`src/rtl/smm_dec_pkg.sv`:
```
package smm_dec_pkg;
  typedef enum logic [1:0] {
    RT_DRAM = 2'd0,
    RT_PCI  = 2'd1,
    RT_DEAD = 2'd2
  } route_e;

  // control register bit positions
  localparam int CTL_GEN_B  = 3;
  localparam int CTL_LOCK_B = 4;
  localparam int CTL_OPEN_B = 6;
  // extended register bit positions
  localparam int EXT_SEG_B  = 0;
  localparam int EXT_SZ_LO  = 1;
  localparam int EXT_SZ_HI  = 2;
  localparam int EXT_HEN_B  = 7;

  localparam logic [7:0] CTL_RST_VAL  = 8'h00;
  localparam logic [7:0] EXT_RST_VAL  = 8'h00;
  localparam logic [7:0] CTL_WMASK    = 8'h58;
  localparam logic [7:0] EXT_WMASK    = 8'h87;
  localparam logic [7:0] CTL_WMASK_LK = 8'h00;
  localparam logic [7:0] EXT_WMASK_LK = 8'h00;
endpackage

```
`src/rtl/smm_cfg_regs.sv`:
```
module smm_cfg_regs
  import smm_dec_pkg::*;
(
  input  logic       clk,
  input  logic       rst_n,
  input  logic       wr_en,
  input  logic       wr_sel,
  input  logic [7:0] wr_data,
  output logic [7:0] ctl_q,
  output logic [7:0] ext_q
);
  logic       locked;
  logic [7:0] ctl_mask, ext_mask;
  logic [7:0] ctl_d, ext_d;
  logic       ctl_en, ext_en;

  assign locked = ctl_q[CTL_LOCK_B];

  always_comb begin
    ctl_mask = locked ? CTL_WMASK_LK : CTL_WMASK;
    ext_mask = locked ? EXT_WMASK_LK : EXT_WMASK;
    ctl_en   = wr_en && !wr_sel;
    ext_en   = wr_en && wr_sel;
    ctl_d    = (ctl_q & ~ctl_mask) | (wr_data & ctl_mask);
    // lock is set-only
    ctl_d[CTL_LOCK_B] = ctl_d[CTL_LOCK_B] | locked;
    if (ctl_d[CTL_LOCK_B]) ctl_d[CTL_OPEN_B] = 1'b0;
    ext_d    = (ext_q & ~ext_mask) | (wr_data & ext_mask);
  end

  always_ff @(posedge clk or negedge rst_n) begin
    if (!rst_n)      ctl_q <= CTL_RST_VAL;
    else if (ctl_en) ctl_q <= ctl_d;
  end

  always_ff @(posedge clk or negedge rst_n) begin
    if (!rst_n)      ext_q <= EXT_RST_VAL;
    else if (ext_en) ext_q <= ext_d;
  end
endmodule

```
`src/rtl/smm_win_decode.sv`:
```
module smm_win_decode
  import smm_dec_pkg::*;
#(
  parameter int                ADDR_W    = 32,
  parameter logic [ADDR_W-1:0] TOLM      = 32'h8000_0000,
  parameter logic [ADDR_W-1:0] LOW_BASE  = 32'h000A_0000,
  parameter logic [ADDR_W-1:0] HIGH_BASE = 32'hFEDA_0000,
  parameter logic [ADDR_W-1:0] WIN_BYTES = 32'h0002_0000
)(
  input  logic [ADDR_W-1:0] addr,
  input  logic              smm,
  input  logic [7:0]        ctl,
  input  logic [7:0]        ext,
  output route_e            route
);
  localparam logic [ADDR_W-1:0] LOW_END  = LOW_BASE + WIN_BYTES;
  localparam logic [ADDR_W-1:0] HIGH_END = HIGH_BASE + WIN_BYTES;
  localparam logic [ADDR_W-1:0] SZ_1M    = ADDR_W'(64'h0010_0000);
  localparam logic [ADDR_W-1:0] SZ_2M    = ADDR_W'(64'h0020_0000);
  localparam logic [ADDR_W-1:0] SZ_8M    = ADDR_W'(64'h0080_0000);

  logic              open_b, gen_b, hen_b;
  logic              low_hit, high_hit, seg_hit;
  logic              low_dram, high_dram;
  logic [ADDR_W-1:0] seg_bytes, seg_base;

  assign open_b = ctl[CTL_OPEN_B];
  assign gen_b  = ctl[CTL_GEN_B];
  assign hen_b  = ext[EXT_HEN_B];

  always_comb begin
    if (!ext[EXT_SEG_B]) seg_bytes = '0;
    else begin
      case (ext[EXT_SZ_HI:EXT_SZ_LO])
        2'b00:   seg_bytes = SZ_1M;
        2'b01:   seg_bytes = SZ_2M;
        2'b10:   seg_bytes = SZ_8M;
        default: seg_bytes = '0;
      endcase
    end
    seg_base = TOLM - seg_bytes;
  end

  assign low_hit  = (addr >= LOW_BASE)  && (addr < LOW_END);
  assign high_hit = (addr >= HIGH_BASE) && (addr < HIGH_END);
  assign seg_hit  = (seg_bytes != '0) && (addr >= seg_base) && (addr < TOLM);

  // SMM claim first, then fall through to the non-SMM view
  assign low_dram  = (smm && gen_b && !hen_b) || (open_b && !hen_b);
  assign high_dram = (smm && gen_b && hen_b)  || (open_b && hen_b);

  always_comb begin
    if (seg_hit)       route = smm ? RT_DRAM : RT_DEAD;
    else if (low_hit)  route = low_dram ? RT_DRAM : RT_PCI;
    else if (high_hit) route = high_dram ? RT_DRAM : RT_PCI;
    else if (addr < TOLM) route = RT_DRAM;
    else               route = RT_PCI;
  end
endmodule

```
`src/rtl/smm_dead_resp.sv`:
```
module smm_dead_resp
  import smm_dec_pkg::*;
#(
  parameter int DATA_W = 32
)(
  input  route_e            route,
  input  logic              is_wr,
  output logic [DATA_W-1:0] rdata
);
  always_comb begin
    if (route == RT_DEAD && !is_wr) rdata = '1;
    else                            rdata = '0;
  end
endmodule

```
`src/rtl/smm_window_decoder.sv`:
```
module smm_window_decoder
  import smm_dec_pkg::*;
#(
  parameter int                ADDR_W    = 32,
  parameter int                DATA_W    = 32,
  parameter logic [ADDR_W-1:0] TOLM      = 32'h8000_0000,
  parameter logic [ADDR_W-1:0] LOW_BASE  = 32'h000A_0000,
  parameter logic [ADDR_W-1:0] HIGH_BASE = 32'hFEDA_0000,
  parameter logic [ADDR_W-1:0] WIN_BYTES = 32'h0002_0000
)(
  input  logic              clk,
  input  logic              rst_n,
  input  logic              cfg_we,
  input  logic              cfg_sel,
  input  logic [7:0]        cfg_wdata,
  input  logic [ADDR_W-1:0] acc_addr,
  input  logic              acc_wr,
  input  logic              acc_smm,
  output logic [1:0]        route,
  output logic [DATA_W-1:0] rd_data
);
  logic [1:0] rst_sync_q;
  logic       rst_ns;
  logic [7:0] ctl_q, ext_q;
  route_e     route_w;

  always_ff @(posedge clk or negedge rst_n) begin
    if (!rst_n) rst_sync_q <= 2'b00;
    else        rst_sync_q <= {rst_sync_q[0], 1'b1};
  end
  assign rst_ns = rst_sync_q[1];

  smm_cfg_regs u_regs (
    .clk     (clk),
    .rst_n   (rst_ns),
    .wr_en   (cfg_we),
    .wr_sel  (cfg_sel),
    .wr_data (cfg_wdata),
    .ctl_q   (ctl_q),
    .ext_q   (ext_q)
  );

  smm_win_decode #(
    .ADDR_W    (ADDR_W),
    .TOLM      (TOLM),
    .LOW_BASE  (LOW_BASE),
    .HIGH_BASE (HIGH_BASE),
    .WIN_BYTES (WIN_BYTES)
  ) u_dec (
    .addr  (acc_addr),
    .smm   (acc_smm),
    .ctl   (ctl_q),
    .ext   (ext_q),
    .route (route_w)
  );

  smm_dead_resp #(.DATA_W(DATA_W)) u_dead (
    .route (route_w),
    .is_wr (acc_wr),
    .rdata (rd_data)
  );

  assign route = route_w;
endmodule

```
`config.mk`:
```
export PLATFORM = sky130hd
export DESIGN_NAME = smm_window_decoder
export DESIGN_NICKNAME = d
export VERILOG_FILES = /design/src/rtl/smm_dec_pkg.sv /design/src/rtl/smm_cfg_regs.sv /design/src/rtl/smm_win_decode.sv /design/src/rtl/smm_dead_resp.sv /design/src/rtl/smm_window_decoder.sv
export SDC_FILE = /design/constraint.sdc
export NUM_CORES = 1
export LEC_CHECK = 0
export BUFFER_PORTS_ARGS = -buffer_cell sky130_fd_sc_hd__buf_2
export CORE_ASPECT_RATIO = 1.25
export CORE_MARGIN = 4
export CORE_UTILIZATION = 38
export CTS_BUF_LIST = sky130_fd_sc_hd__clkbuf_4
export CTS_CLUSTER_DIAMETER = 80
export CTS_CLUSTER_SIZE = 40
export DETAILED_ROUTE_END_ITERATION = 8
export PLACE_DENSITY = 0.79
export SYNTH_ARGS = -nofsm -noshare
export SYNTH_HDL_FRONTEND = slang
export SYNTH_SLANG_ARGS = --single-unit
```
`constraint.sdc`:
```
create_clock -name clk -period 3.7 [get_ports clk]
set_clock_uncertainty 0.15 [all_clocks]
set_input_delay 0.185 -clock clk [delete_from_list [all_inputs] [get_ports clk]]
set_output_delay 0.185 -clock clk [all_outputs]
set_load 0.01 [all_outputs]
```
# Word-level counts from Yosys, hierarchy flattened
# Cells that the tools add are included.
classes:
  addsub: 1
  n_lt_le_gt_ge: 6
  eq_ne: 3
  n_mux: 13
  bitwise_logic: 9
  n_reduce_logical: 19
op_table:
  columns: ["operator", "n"]
  rows:
  - ["$pmux W24 S3", 1]
  - ["$lt A32 B32 Y1 const B", 2]
  - ["$mux W32", 2]
  - ["$and A8 B8 Y8", 4]
  - ["$ge A32 B20 Y1 const B", 1]
  - ["$ge A32 B32 Y1", 1]
  - ["$ge A32 B32 Y1 const B", 1]
  - ["$lt A32 B20 Y1 const B", 1]
  - ["$reduce_bool A32 Y1", 1]
  - ["$sub A32 B32 Y32 const A", 1]
  - ["$not A8 Y8", 2]
  - ["$or A8 B8 Y8", 2]
  - ["$logic_and A1 B1 Y1", 12]
  - ["$mux W2", 4]
  - ["$mux W8", 1]
  - ["$mux W7", 1]
  - ["$eq A2 B2 Y1 const B", 2]
  - ["$mux W1", 4]
  - ["$logic_not A1 Y1", 3]
  - ["$eq A2 B1 Y1 const B", 1]
  - ["$logic_not A2 Y1", 1]
  - ["$logic_or A1 B1 Y1", 2]
  - ["$or A1 B1 Y1", 1]
word_totals:
  register_bits: 18
  input_bits: 46
  elab_cells: 54

# Longest topological paths before layout
# Gate-level depths: netlist of run 1.
depth:
  word_depth: 11
  mapped_depth: 14
  ltp_nobuf: 12

# Modules after synthesis
# A second synthesis of run 1 with hierarchy kept.
hier_totals:
  hier_cells: 126
  hier_area_um2: 1156.1
by_module_without_submodules:
  columns: ["mod", "instances", "cells_each", "area_per_inst_um2", "seq_area_each_um2"]
  rows:
  - ["smm_win_decode", 1, 62, 471.7, 0.0]
  - ["smm_cfg_regs", 1, 29, 385.4, 175.2]
  - ["smm_dead_resp", 1, 32, 245.2, 0.0]
  - ["smm_window_decoder", 1, 3, 53.8, 50.0]

# Worst setup path after synthesis of run 1
# OpenSTA, ideal clock, no wires.
synth_timing:
  kind: "reg2out"
  start: "reg (tool-made name)"
  end: "out rd_data[10]"
  arrival_ns: 3.527
  slack_ns: -0.162
  stages_incl_launch_ff: 15
  path_cell_list: "dfrtp_1 -> nand2b_1 -> nor2_1 -> inv_1 -> ha_1 -> ha_1 -> buf_6 -> inv_1 -> ha_1 -> nand2_1 -> nor3_1 -> and4_1 -> a31oi_2 -> a21oi_1 -> buf_4"
synth_rtl:
  columns: ["item", "line_no", "text"]
  rows:
  - ["end, declared", "smm_window_decoder.sv:20", "output logic [DATA_W-1:0] rd_data"]

==> run_results.csv, run 1 <==
group,metric,value,unit
outcome,status,"finished clean",
floorplan,die_y,68.0,um
critical_path,start_kind,"register",
clock_network,cts.hold.buffers_added,3,
floorplan,ios,80,
detailed_routing,drtIter0Drc,9,
timing,min_period,3360,ps
clock_network,clock_latency,250,ps
detailed_routing,totalWireLength,2450,um
logic_synthesis,ys_seq_area_frac,0.205,
detailed_routing,routed-via-count,997,
timing,period_share,0.909,
critical_path,crit_fanout,32,
logic_synthesis,synth_cells,125,
clock_network,clkTransAtPathRegs,50,ps
floorplan,initial_core_util,0.401,
global_routing,track_usage,0.127,
timing,timing.setup.tns,0,ps
cells_and_area,design_area,1360,um2
cells_and_area,syn_to_final_growth,23.7,%
detailed_routing,detail_route.vias_per_cell,4.68,
logic_synthesis,synth.avg_cell_area,8.77,um2
floorplan,core,2730,um2
clock_network,cts_tree,"built",
global_routing,grt_max_degree,33,
critical_path,required,3370,ps
min_path,hp-class,"input pin to register",
pwr,leakage,0.737,nW
logic_synthesis,ys.flop_type,"dfrtp_1",
place,gp_congestion,0.826,
timing,drv_slew,0,
floorplan,fp.dieW,56.0,um
logic_synthesis,yosys.area_share.adder,0.103,
floorplan,dieArea,3810,um2
critical_path,crit_arrival,3030,ps
logic_synthesis,synthSimpleGateAreaFrac,0.201,
timing,final_hold_viol_count,0,
clock_network,cts_buffer_depth,2,
timing,fmax,297,MHz
clock_network,htreeDepth,1,
logic_synthesis,async_flop_share,1.00,
global_routing,grt_pass1_vias,911,
detailed_routing,drc,0,
logic_synthesis,ys_types,38,
floorplan,num_rows,21,
min_path,holdCritStartpoint,"cfg_wdata[0]",
logic_synthesis,netlist_area,1100,um2
global_routing,grt_pass1_wl,3900,um
pwr,ir_worst_vdd,0.287,mV
logic_synthesis,synth-compound-area-share,0.182,
pwr,p_per_area,374,nW/um2
cells_and_area,diodes,0,
place,placed_cell_area,1300,um2
place,dp_hpwl,2170,um
clock_network,cts_num_sinks,9,
logic_synthesis,syn_nets,180,
timing,rsz0062_at_grt,"no",
critical_path,end_kind,"output pin",
clock_network,postCtsSetupBuffers,0,
detailed_routing,first_pass_iters,4,
clock_network,root_buffer,"clkbuf_4",
clock_network,cts_resized,0,
clock_network,cts_buffers,3,
logic_synthesis,ys_warn_count,0,
cells_and_area,drive_above_1_share,0.553,
logic_synthesis,synth_top_family_by_area,"buffers and inverters",
run,drv_cap,0,
detailed_routing,ant_nets,0,
cells_and_area,nets,235,
critical_path,reg2reg_from,"u_regs.ctl_q[4]$_DFFE_PN0P_",
logic_synthesis,muxShareOfSynthArea,0.0514,
timing,setup_viol,0,
global_routing,antenna_found_initial,0,
place,port_buffers,78,
global_routing,grt-ovfl-total,0,
critical_path,path_class,"register to output pin",
logic_synthesis,synth_edf_count,0,
logic_synthesis,synthXorXnorAreaFrac,0.00799,
logic_synthesis,yosys_register_bits,9,
detailed_routing,avgRoutedWirePerCell,11.5,um
-- layout by cell type (no fill, tap or decap), types with 2 or more instances in the layout --
cell,count
nor2_1,7
nand3b_1,3
o22ai_2,2
dfrtp_1,9
dlygate4sd3_1,3
mux2_2,5
inv_1,7
o21bai_1,2
nor4_1,8
a21oi_1,4
a21bo_2,2
buf_2,78
clkbuf_4,4
nand2_1,3
nor3_1,2
o211ai_1,2
a21boi_0,2
ha_1,9
o21ai_0,2
nand2b_1,2
nand4_1,3
a21oi_2,2
-- final cells by class --
| class | count | area, um2 |
|---|---|---|
| clock buffer | 4 | 30.0 |
| fill | 296 | 1380 |
| inverter | 7 | 26.3 |
| multi-input combinational | 77 | 604 |
| sequential | 9 | 225 |
| tap | 34 | 42.5 |
| timing repair buffer | 82 | 428 |
-- critical path, stage by stage (launching register included) --
cell      delay [ps]
dfrtp_1          410
nand2b_1         150
nor2_1            60
inv_1             60
ha_1             190
ha_1             410
inv_1             80
ha_1             300
nand2_1           70
nor3_1           130
and4_1           250
a31oi_2          140
a21oi_2          130
buf_4            230
buf_2            170
-- metal layers --
| metal | track usage | vias up | wire length (um) |
|---|---|---|---|
| li1 | - | 529 | - |
| met3 | 0.0340 | 2 | 250 |
| met2 | 0.227 | 43 | 1240 |
| met4 | 0.0534 | 0 | 13 |
| met1 | 0.143 | 423 | 949 |
| met5 | 0 | - | 0 |
-- path summary, 6_finish.rpt --
path | to | slack (ps) | depth (start not counted)
worst max-delay path | rd_data[6] | 340 | 14
worst min-delay path | register | 10 | 2
worst max register to register | register | 2470 | 2
worst min register to register | rst_sync_q[1]$_DFF_PN0_ | 200 | 0
max in group asynchronous | asynchronous set/reset pin | 2680 | 1
min in group asynchronous | rst_sync_q[0]$_DFF_PN0_ | 100 | 2
-- synth_stat cells, types with 2 or more instances --
library cell | n | share of area
a21boi_0 | 2 | 0.014
o22ai_2 | 2 | 0.023
o21bai_1 | 2 | 0.014
dfrtp_1 | 9 | 0.21
nand2b_1 | 2 | 0.011
o21ai_0 | 2 | 0.0091
mux2_2 | 5 | 0.051
inv_1 | 7 | 0.024
nand2_1 | 3 | 0.010
nor2_1 | 7 | 0.024
a21bo_2 | 2 | 0.018
nor4_1 | 8 | 0.046
nand3b_1 | 3 | 0.021
o211ai_1 | 2 | 0.014
nand4_1 | 3 | 0.017
buf_4 | 31 | 0.21
ha_1 | 9 | 0.10
nor3_1 | 2 | 0.0091
a21oi_1 | 5 | 0.023
-- cells by family after synthesis --
family	after synthesis
and+or+nand+nor	36
xor gates and xnor gates	1
adders and majority gates	9
buffers and inverters	39
muxes	5
DFF	9
AOI/OAI and AO/OA	25
other	1
-- through the flow --
stage / std cells / utilization / hold WS [ps] / setup slack (ps) / power (mW)
finish: 213 / 0.496 / 13.6 / 338 / 0.507
global route: 213 / 0.496 / 1.78 / 60.5 / 0.558
CTS: 213 / 0.496 / 4.66 / 313 / 0.515
detailed placement: 206 / 0.474 / -175 / 605 / 0.432
global placement: 206 / 0.474 / -179 / 656 / 0.424
floorplan: 125 / - / -261 / 360 / 0.378
-- where the power goes --
part           internal [mW]  total [mW]  switching, mW  leakage (nW)
clock                 0.0486      0.0781         0.0295        0.0184
combinational          0.145       0.295          0.151         0.612
sequential             0.117       0.134         0.0171         0.106
No activity file was read; power rests on OpenSTA's default activity.
==> inputs of run 2 (changes only) <==
Settings changed: CORE_UTILIZATION 38 to 40.
Clock period 3.7 ns to 3.1 ns, I/O delays scaled along.
==> run 2 against run 1 <==
Against the previous run: worst setup slack worse by 340 ps; critical path depth shrank 3; utilization grew 19 points; sequential power up 22%; register-to-register slack got worse by 610 ps; worst hold slack gained 61 ps; critical path type unchanged; largest cell class unchanged.
==> run_results.csv, run 2 (synthesis gave the netlist of run 1 again) <==
group,metric,value,unit
global_routing,antenna_found_initial,0,
cells_and_area,nets,250,
detailed_routing,drc,0,
cells_and_area,drive_above_1_share,0.619,
pwr,ir_worst_vdd,0.355,mV
clock_network,clkTransAtPathRegs,60,ps
detailed_routing,ant_nets,0,
floorplan,fp.dieW,54.8,um
timing,min_period,3100,ps
critical_path,start_kind,"register",
global_routing,grt_pass1_wl,4440,um
clock_network,cts_num_sinks,9,
pwr,leakage,0.837,nW
floorplan,die_y,66.5,um
critical_path,end_kind,"output pin",
detailed_routing,first_pass_iters,4,
global_routing,grt-ovfl-total,0,
critical_path,crit_fanout,8,
floorplan,initial_core_util,0.434,
floorplan,dieArea,3650,um2
clock_network,root_buffer,"clkbuf_4",
critical_path,cpPeakStageDelay,390,ps
timing,setup_viol,0,
cells_and_area,utilization,0.686,
detailed_routing,avgRoutedWirePerCell,13.6,um
timing,fmax,323,MHz
detailed_routing,totalWireLength,3090,um
floorplan,num_rows,20,
critical_path,ff2ff_setup_slack,1860,ps
critical_path,slowest_stage,"dfrtp_1",
detailed_routing,drtIter0Drc,31,
timing,period_share,0.999,
clock_network,clock_latency,270,ps
global_routing,grt_pass1_vias,1046,
critical_path,reg2reg_depth,2,
critical_path,path_cells,"buf_6, nand3b_1, ha_4, inv_2, ha_4, nor4bb_4, nand4_1, nor2_2, a31oi_4, a21oi_4, buf_2",
timing,drv_slew,0,
clock_network,cts_buffers,3,
cells_and_area,syn_to_final_growth,58.2,%
place,gp_congestion,0.942,
timing,hold_ws,74.1,ps
pwr,p_per_area,472,nW/um2
global_routing,track_usage,0.165,
place,port_buffers,78,
clock_network,cts_tree,"built",
floorplan,ios,80,
run,drv_cap,0,
detailed_routing,detail_route.vias_per_cell,5.03,
cells_and_area,diodes,0,
clock_network,htreeDepth,1,
timing,final_hold_viol_count,0,
timing,timing.setup.tns,0,ps
cells_and_area,final_cell_mix,"buf_2, buf_6, dlygate4sd3_1",
cells_and_area,final_cells,227,
outcome,status,"finished clean",
critical_path,required,2790,ps
critical_path,reg2reg_from,"u_regs.ctl_q[4]$_DFFE_PN0P_",
detailed_routing,routed-via-count,1141,
clock_network,cts_buffer_depth,2,
min_path,hp-class,"input pin to asynchronous set/reset pin",
cells_and_area,final_common_cell,"buf_2",
critical_path,path_class,"register to output pin",
place,dpl.cell_count,206,
floorplan,core,2530,um2
critical_path,worst_path_most_repeated_cell,"ha_4",
place,dp_hpwl,2220,um
critical_path,crit_arrival,2790,ps
timing,rsz0062_at_grt,"yes",
global_routing,grt_max_degree,17,
==> run 2: area by class of cell <==
cell class | instances | area [um2]
clock buffers | 4 | 30.0
fillers | 205 | 793
inverters | 7 | 26.3
multi-input cells | 79 | 768
flip-flops and latches | 9 | 226
well taps | 33 | 41.3
repair buffers | 95 | 642
==> run 2: layer usage <==
metal / wire [um] / track usage / up-vias
li1: - / - / 566
met1: 1080 / 0.171 / 515
met2: 1680 / 0.318 / 57
met3: 290 / 0.0246 / 3
met4: 41 / 0.0561 / 0
met5: 0 / 0 / -
==> run 2: report_power, final <==
part	internal [mW]	switching, mW	leakage (nW)	total (mW)
registers	0.140	0.0224	0.105	0.163
clock network	0.0584	0.0415	0.0184	0.0999
logic	0.289	0.266	0.713	0.555
==> run 2: worst max path at each step <==
stage	endpoint	from	slack, ps
after floorplan	rd_data[10]	register	100
after detailed placement	rd_data[0]	register	-30
final	rd_data[21]	register	3
after CTS	route[1]	register	5
after global routing	rd_data[15]	register	-190
after global placement	rd_data[23]	register	10
==> run 2: per-stage QoR <==
stage | worst slack (ps) | power [mW] | area, um2
3_5_place_dp | -32.4 | 0.532 | 1310
6_report | 3.05 | 0.818 | 1730
4_1_cts | 4.99 | 0.718 | 1550
5_1_grt | -187 | 0.889 | 1730
2_1_floorplan | 95.4 | 0.455 | 1110
3_3_place_gp | 13.4 | 0.525 | 1310
==> run 2: repair_timing <==
item / in CTS / in global routing
hold endpoints to repair: 16 / 0
pin swaps: 9 / 9
setup buffers: 3 / 3
hold buffers: 9 / 0
cloned: 1 / 1
endpoints found under the setup margin: 34 / 34
gates resized for setup: 13 / 22
==> run 2: worst max-delay path: cells and delay by family, from the launching register on <==
kind	cells	cell delay (ps)
flops	1	390
simple gates	4	720
fa+ha+maj	2	550
compound gates	2	520
buf+inv	3	350
